**config.mk**
```make
export PLATFORM = sky130hd
export DESIGN_NAME = carry_alu
export DESIGN_NICKNAME = d
export VERILOG_FILES = /design/src/rtl/alu8_pkg.sv /design/src/rtl/alu_addsub.sv /design/src/rtl/alu_rshift.sv /design/src/rtl/carry_alu.sv
export SDC_FILE = /design/constraint.sdc
export NUM_CORES = 1
export LEC_CHECK = 0
export ABC_AREA = 1
export BUFFER_PORTS_ARGS = -buffer_cell sky130_fd_sc_hd__buf_2
export CORE_MARGIN = 4
export CORE_UTILIZATION = 34
export CTS_CLUSTER_SIZE = 40
export DETAILED_ROUTE_END_ITERATION = 6
export SETUP_SLACK_MARGIN = 0.02
export SLEW_MARGIN = 15
export SYNTH_ARGS = -nofsm -noshare
export SYNTH_HDL_FRONTEND = slang
export SYNTH_SLANG_ARGS = --single-unit
```
**constraint.sdc**
```tcl
create_clock -name clk -period 3.4 [get_ports clk]
set_input_delay 0.17 -clock clk [delete_from_list [all_inputs] [get_ports clk]]
set_output_delay 0.17 -clock clk [all_outputs]
set_load 0.02 [all_outputs]
```
**src/rtl/alu8_pkg.sv**
```systemverilog
package alu8_pkg;

    typedef enum logic [3:0] {
        OP_MOVE = 4'b0000,
        OP_INC  = 4'b0100,
        OP_DEC  = 4'b0101,
        OP_ADD  = 4'b1000,
        OP_ADC  = 4'b1001,
        OP_SUB  = 4'b1010,
        OP_SBC  = 4'b1011,
        OP_ASR  = 4'b1100,
        OP_LSR  = 4'b1101,
        OP_ROR  = 4'b1110,
        OP_RRC  = 4'b1111
    } alu_op_e;

    typedef struct packed {
        logic carry;
        logic zero;
    } flags_t;

    function automatic logic op_is_arith(input logic [3:0] op);
        return op[3:2] == 2'b10;
    endfunction

    function automatic logic op_is_step(input logic [3:0] op);
        return op[3:1] == 3'b010;
    endfunction

    function automatic logic op_is_shift(input logic [3:0] op);
        return op[3:2] == 2'b11;
    endfunction

endpackage

```
**src/rtl/alu_addsub.sv**
```systemverilog
module alu_addsub #(
    parameter int W = 8
) (
    input  logic [W-1:0] x_i,
    input  logic [W-1:0] y_i,
    input  logic         inv_i,
    input  logic         cin_i,
    output logic [W-1:0] sum_o,
    output logic         cout_o
);
    localparam int EW = W + 1;

    logic [W-1:0] y_eff;
    logic [EW-1:0] wide;

    always_comb begin
        y_eff = inv_i ? ~y_i : y_i;
        wide  = {1'b0, x_i} + {1'b0, y_eff} + {{W{1'b0}}, cin_i};
    end

    assign sum_o  = wide[W-1:0];
    assign cout_o = wide[W];
endmodule

```
**src/rtl/alu_rshift.sv**
```systemverilog
module alu_rshift #(
    parameter int W = 8
) (
    input  logic [W-1:0] x_i,
    input  logic [1:0]   mode_i,
    input  logic         cin_i,
    output logic [W-1:0] res_o,
    output logic         cout_o
);
    logic top_bit;

    always_comb begin
        case (mode_i)
            2'd0:    top_bit = x_i[W-1];
            2'd1:    top_bit = 1'b0;
            2'd2:    top_bit = x_i[0];
            default: top_bit = cin_i;
        endcase
        res_o  = {top_bit, x_i[W-1:1]};
        cout_o = x_i[0];
    end
endmodule

```
**src/rtl/carry_alu.sv**
```systemverilog
module carry_alu
    import alu8_pkg::*;
#(
    parameter int WIDTH = 8
) (
    input  logic             clk,
    input  logic             rst,
    input  logic [WIDTH-1:0] a_i,
    input  logic [WIDTH-1:0] b_i,
    input  logic [3:0]       op_i,
    input  logic             flag_we_i,
    output logic [WIDTH-1:0] result_o,
    output logic             carry_o,
    output logic             zero_o
);
    localparam logic [WIDTH-1:0] ONE = {{(WIDTH-1){1'b0}}, 1'b1};

    flags_t flags_d, flags_q;

    logic [WIDTH-1:0] add_y_d;
    logic             add_inv_d, add_cin_d;
    logic [WIDTH-1:0] sum_w, shf_w;
    logic             sum_cout_w, shf_cout_w;
    logic [WIDTH-1:0] result_d;

    always_comb begin
        add_y_d   = b_i;
        add_inv_d = 1'b0;
        add_cin_d = 1'b0;
        if (op_is_arith(op_i)) begin
            add_inv_d = op_i[1];
            add_cin_d = op_i[0] ? flags_q.carry : op_i[1];
        end else if (op_is_step(op_i)) begin
            add_y_d   = ONE;
            add_inv_d = op_i[0];
            add_cin_d = op_i[0];
        end
    end

    alu_addsub #(.W(WIDTH)) i_addsub (
        .x_i    (a_i),
        .y_i    (add_y_d),
        .inv_i  (add_inv_d),
        .cin_i  (add_cin_d),
        .sum_o  (sum_w),
        .cout_o (sum_cout_w)
    );

    alu_rshift #(.W(WIDTH)) i_rshift (
        .x_i    (a_i),
        .mode_i (op_i[1:0]),
        .cin_i  (flags_q.carry),
        .res_o  (shf_w),
        .cout_o (shf_cout_w)
    );

    always_comb begin
        flags_d = flags_q;
        if (op_is_arith(op_i) || op_is_step(op_i)) begin
            result_d = sum_w;
        end else if (op_is_shift(op_i)) begin
            result_d = shf_w;
        end else begin
            result_d = b_i;
        end
        if (flag_we_i) begin
            if (op_is_arith(op_i) || op_is_shift(op_i)) begin
                flags_d.carry = op_is_arith(op_i) ? sum_cout_w : shf_cout_w;
                flags_d.zero  = (result_d == '0);
            end else if (op_is_step(op_i)) begin
                flags_d.zero  = (result_d == '0);
            end
        end
    end

    always_ff @(posedge clk) begin
        if (rst) flags_q <= '0;
        else     flags_q <= flags_d;
    end

    assign result_o = result_d;
    assign carry_o  = flags_q.carry;
    assign zero_o   = flags_q.zero;


    reset_clear_chk: assert property (@(posedge clk)
        rst |=> (!carry_o && !zero_o));


    hold_flags_chk: assert property (@(posedge clk) disable iff (rst)
        !flag_we_i |=> ($stable(carry_o) && $stable(zero_o)));


    zero_flag_chk: assert property (@(posedge clk) disable iff (rst)
        (flag_we_i && (op_i[3] || op_is_step(op_i)))
        |=> (zero_o == ($past(result_o) == '0)));


    step_keeps_carry_chk: assert property (@(posedge clk) disable iff (rst)
        op_is_step(op_i) |=> $stable(carry_o));


    shift_carry_chk: assert property (@(posedge clk) disable iff (rst)
        (flag_we_i && op_is_shift(op_i)) |=> (carry_o == $past(a_i[0])));


    move_passes_chk: assert property (@(posedge clk) disable iff (rst)
        (op_i == OP_MOVE) |-> (result_o == b_i));
endmodule

```
# ---- Yosys cells after proc, flatten, opt, wreduce, memory -nomap -nowiden
# Cells that the tools add are included.
dict set report word_totals {
  mem_bits_ro 0
  latchBits 0
  inputBits 23
  memories 0
  regBits 2
  out_inout_bits 10
  ramBits 0
}
dict set report op_classes {
  order_cmp 0
  div_mod_pow 0
  n_bitwise 1
  eq_ne 5
  n_mul 0
  mux 13
  n_addsub 2
  shifts 0
  n_reduce_logical 7
}
# operator n
set op_table {}
lappend op_table {{8-bit 2-to-1 mux} 5}
lappend op_table {{8-bit by 8-bit adder with 9-bit output} 1}
lappend op_table {{9-bit by 1-bit adder with 9-bit output} 1}
lappend op_table {{8-bit zero test} 1}
lappend op_table {{8-bit inverter} 1}
lappend op_table {{1-bit 2-to-1 mux} 7}
lappend op_table {{2-bit == test, second input constant} 3}
lappend op_table {{2-bit AND reduction} 2}
lappend op_table {{3-bit by 2-bit == test with 1-bit output, second input constant} 1}
lappend op_table {{1-bit one-hot mux with 3 select lines} 1}
lappend op_table {{2-bit by 1-bit == test with 1-bit output, second input constant} 1}
lappend op_table {{2-bit zero test} 1}
lappend op_table {{1-bit logical OR} 2}
lappend op_table {{2-bit nonzero test} 1}

# ---- Depth between registers and ports, before layout
dict set report depth {
  depth_word 11
  depth_mapped 20
}

# ---- Modules after synthesis
# From an unflattened synthesis, not the netlist that was laid out.
dict set report hier_totals {
  cells_unflattened 203
  hier_area_um2 1107.3
}
# module n_inst cells_each seq_area_each_um2 area_each_um2
set by_module_without_submodules {}
lappend by_module_without_submodules {carry_alu 1 109 40.0 544.3}
lappend by_module_without_submodules {alu_addsub 1 79 0.0 469.2}
lappend by_module_without_submodules {alu_rshift 1 15 0.0 93.8}

# ---- Worst setup path before layout
# No wires, ideal clock.
dict set report synth_timing {
  kind {input -> register}
  start {input port op_i[1]}
  end {register flags_q, in the netlist zero_o}
  setup_time_ns 0.114
  slack_ns 0.823
  arrival_time_ns 2.464
  cell_stages 16
  cell_sequence {buf_6 -> inv_4 -> nand3_1 -> buf_2 -> o22ai_2 -> xnor2_1 -> fa_1 -> inv_1 -> fa_1 -> xnor2_1 -> o21ai_1 -> nor2_1 -> nand2_1 -> a21oi_1 -> nand2_1 -> a21oi_2}
}
dict set report synth_between {
  elab_chain_len 11
}
# element line
set synth_rtl {}
lappend synth_rtl {{start, declared} carry_alu.sv:10} ;# input logic [3:0] op_i,
lappend synth_rtl {{3-bit by 2-bit == test with 1-bit output} alu8_pkg.sv:27} ;# return op[3:1] == 3'b010;
lappend synth_rtl {{8-bit 2-to-1 mux} carry_alu.sv:33} ;# end else if (op_is_step(op_i)) begin
lappend synth_rtl {{8-bit 2-to-1 mux} carry_alu.sv:30} ;# if (op_is_arith(op_i)) begin
lappend synth_rtl {{8-bit inverter} alu_addsub.sv:17} ;# y_eff = inv_i ? ~y_i : y_i;
lappend synth_rtl {{8-bit 2-to-1 mux} alu_addsub.sv:17}
lappend synth_rtl {{8-bit by 8-bit adder with 9-bit output} alu_addsub.sv:18} ;# wide = {1'b0, x_i} + {1'b0, y_eff} + {{W{1'b0}}, cin_i};
lappend synth_rtl {{9-bit by 1-bit adder with 9-bit output} alu_addsub.sv:18}
lappend synth_rtl {{8-bit 2-to-1 mux *} carry_alu.sv:59} ;# if (op_is_arith(op_i) || op_is_step(op_i)) begin
lappend synth_rtl {{net result_o[2]} carry_alu.sv:12} ;# output logic [WIDTH-1:0] result_o,
lappend synth_rtl {{8-bit zero test *} {carry_alu.sv:69, carry_alu.sv:71}}
lappend synth_rtl {{1-bit 2-to-1 mux} carry_alu.sv:70} ;# end else if (op_is_step(op_i)) begin
lappend synth_rtl {{1-bit 2-to-1 mux *} carry_alu.sv:67} ;# if (op_is_arith(op_i) || op_is_shift(op_i)) begin
lappend synth_rtl {{end signal, assigned} carry_alu.sv:78} ;# else flags_q <= flags_d;
lappend synth_rtl {{end, declared} carry_alu.sv:18} ;# flags_t flags_d, flags_q;
# Mark *: on every way through the listed nets, which the timed path passes. The rest lies on a longest branch. The select of a mux whose other input is x is not followed.
# A chain may end at the register's enable or synchronous reset.

# ---- Worst setup path in the final report
dict set report layout_timing {
  start {register flags_q, in the netlist carry_o}
  end {output port result_o[6]}
}
dict set report layout_between {
  elab_chain_len 4
}
# element line
set layout_rtl {}
lappend layout_rtl {{1-bit 2-to-1 mux} carry_alu.sv:32} ;# add_cin_d = op_i[0] ? flags_q.carry : op_i[1];
lappend layout_rtl {{1-bit 2-to-1 mux} carry_alu.sv:30}
lappend layout_rtl {{9-bit by 1-bit adder with 9-bit output} alu_addsub.sv:18}
lappend layout_rtl {{8-bit 2-to-1 mux} carry_alu.sv:59}
lappend layout_rtl {{end, declared} carry_alu.sv:12}
# No other way between the ends.

==> out/metrics.cfg <==
[outcome]
outcome = finished clean

[yosys]
syn_avg_cell_area_um2 = 5.452
syn_nets = 201
synth-edff-count = 0
synth_seq_area_share = 0.04372
synth_area_um2 = 915.9
ys_warn_count = 0
synthFlopType = dfxtp_1
synthDistinctLibCells = 24
ys_ff_latch = 2
syn_inst = 168
async_reset_ff_frac = 0

[timing]
report.final.slew_viol_count = 0
max_freq_mhz = 379.2
slew_headroom = 0.7603
setup_ws_ps = 762.8
worst_pin_slew_ps = 359.6
setup_viol = 0
hold_violations = 0
fin_crit_sh = 0.7756
period_minus_slack_ps = 2637
skew_ps = 2.157
rsz0062_at_grt = false
finalSetupTns_ps = 0

[min_path]
hold_path_class = in -> reg

[pwr]
share_comb_of_total_power = 0.737
p_leak_nw = 0.6545
p_per_area_nw_per_um2 = 262.3
p_seq_frac = 0.086
switching_power_w = 0.0001505
ir_drop_v = 0.0001499
swShare = 0.5139
intPower_w = 0.0001423
p_clk_frac = 0.177

[die]
num_rows = 18
io_pins = 33
coreArea_um2 = 2522
die_height_um = 59.90
die_area_um2 = 3588
die_width_um = 59.90
start_util = 0.3631

[routing]
drtIter0Drc = 69
drt_wl_total_um = 2859
route.detailed.drc = 0
vias = 1193
ant_nets = 0
dr.pass1.iters = 4
avgRoutedWirePerCell_um = 12.38
vias_per_cell = 5.165

[placed_design]
io_buffers = 32
dp_hpwl_um = 2407
dp_cells = 228
gp_congestion = 0.8430
post_dp_cell_area_um2 = 1094
pre_cts_ws_ps = 752.6

[global_routing]
met2_usage = 0.2469
grt_max_degree = 12
track_usage = 0.1681
met1_usage = 0.2668
grt_pass1_wl_um = 4740
antenna_found_initial = 0
met3_usage = 0.006479
gr-total-overflow = 0
first_global_vias = 1033
top_usage_layer = met1

[finish]
post-route-util = 0.4425
num_antenna_cells = 0
layout.cells.non_filler = 231
drive_above_1_share = 0.2239
ff_latch_area_um2 = 40.04
finish.instance_area_um2 = 1116
fin_nets = 236
nFillCells = 296
areaGrowthSynthToFinish_pct = 21.86
multi_input_area_um2 = 740.7

[clock_tree]
post_cts_resize_count = 0
cts_inserted_buffers = 3
path_clk_slew_ps = 30
clock_sinks = 2
clk_path_buf_depth = 2
cts.root.buffer_cell = clkbuf_4
htree_levels = 1
clock_latency_ps = 220
postCtsSetupRepairBufs = 0
cts_tree = done
postCtsHoldBufs = 0

[setup_path]
cp_slowest_stage_delay_ps = 420
crit_type = reg -> out
crit_path_cell_trace = or2_2 -> o211ai_1 -> o21ai_0 -> inv_1 -> fa_1 -> inv_1 -> fa_1 -> nand2_1 -> nand2_1 -> nand3_1 -> nand2_1 -> nand2_1 -> nand3_1 -> nand2_1 -> inv_1 -> buf_2
crit_fanout = 3
path_common_cell = nand2_1
crit_slowest_cell = fa_1
cp.arrival_ps = 2470
endpoint_kind = output pin
cp.required_ps = 3230
critPathLaunchType = flip-flop

[flow_run]
max_cap_viol_count = 0

## Yosys cell counts, types with 3 or more instances
cell type  instances  area [um^2]
nor2_1             4        15.01
ha_1               8        100.1
nand3_1           20        100.1
nand2_1           57        214.0
inv_1             27        101.4
nand2_2            3        18.77
o21ai_0            4        20.02
a31oi_1            7        43.79
a21oi_1           16        80.08
## cell families after synthesis
family / Yosys count / synth area share
simple gates: 90 / 0.4262
compound gates: 33 / 0.2104
buf+inv: 31 / 0.1475
fa+ha+maj: 10 / 0.1530
xor+xnor: 2 / 0.01913
flops: 2 / 0.04372
## through the flow
stage	hold slack, ps	power [W]
final	120.6	0.0002928
after global placement	349.3	0.0002396
after global routing	120.6	0.0003263
after CTS	115.1	0.0002950
after detailed placement	351.3	0.0002391
after floorplan	232.4	0.0001775
## worst max-delay path: cells and delay by family (launching register included)
kind            cells  cell delay [ps]
compound gates      2              200
fa+ha+maj           2              580
buf+inv             4              330
flops               1              320
simple gates        8              830
## worst paths after layout
path	from	to	slack (ps)	depth (start not counted)
max reg2reg	carry_o$_SDFFE_PP0P_	zero_o$_SDFFE_PP0P_	950	14
max	carry_o$_SDFFE_PP0P_	result_o[6]	760	16
min reg2reg	zero_o$_SDFFE_PP0P_	zero_o$_SDFFE_PP0P_	470	2
min	rst	zero_o$_SDFFE_PP0P_	120	2
## power by group through the flow
stage	clock network [W]	registers, W	logic, W
detailed placement	0	0.0000253	0.000214
global placement	0	0.0000254	0.000214
CTS	0.0000543	0.0000250	0.000216
floorplan	0	0.0000261	0.000151
global route	0.0000556	0.0000251	0.000246
finish	0.0000518	0.0000251	0.000216
## sequential cells by signal, indices dropped and copies added, names as in the netlist
signal   count
zero_o       1
carry_o      1
## metal layers
layer  vias to the layer above  wire [um]
met5                         -          0
met4                         0          0
met3                         0        203
met2                        43       1250
met1                       535       1405
li1                        615          -
## placed cells by master (no fill, tap or decap)
cell      instances
o21ai_0           4
a21oi_1          16
buf_4             1
clkbuf_4          3
a21boi_0          1
nand2_1          57
and2_1            2
o211ai_1          2
buf_2            32
nor2_1            4
xnor2_1           2
o22ai_2           1
a31oi_1           7
inv_1            27
nand2_2           3
a21oi_2           1
nand3_1          20
inv_4             1
dfxtp_1           2
o21ai_1           1
nand2_4           1
ha_1              8
fa_1              2
or2_2             2
nand4_1           1
## final cells by class
| type | count | area share |
|---|---|---|
| Multi-Input combinational cell | 135 | 0.6637 |
| Timing Repair Buffer | 33 | 0.1502 |
| Inverter | 28 | 0.09641 |
| Sequential cell | 2 | 0.03587 |
| Tap cell | 30 | 0.03363 |
| Clock buffer | 3 | 0.02018 |
Note: power is estimated with default switching activity, not from simulation.
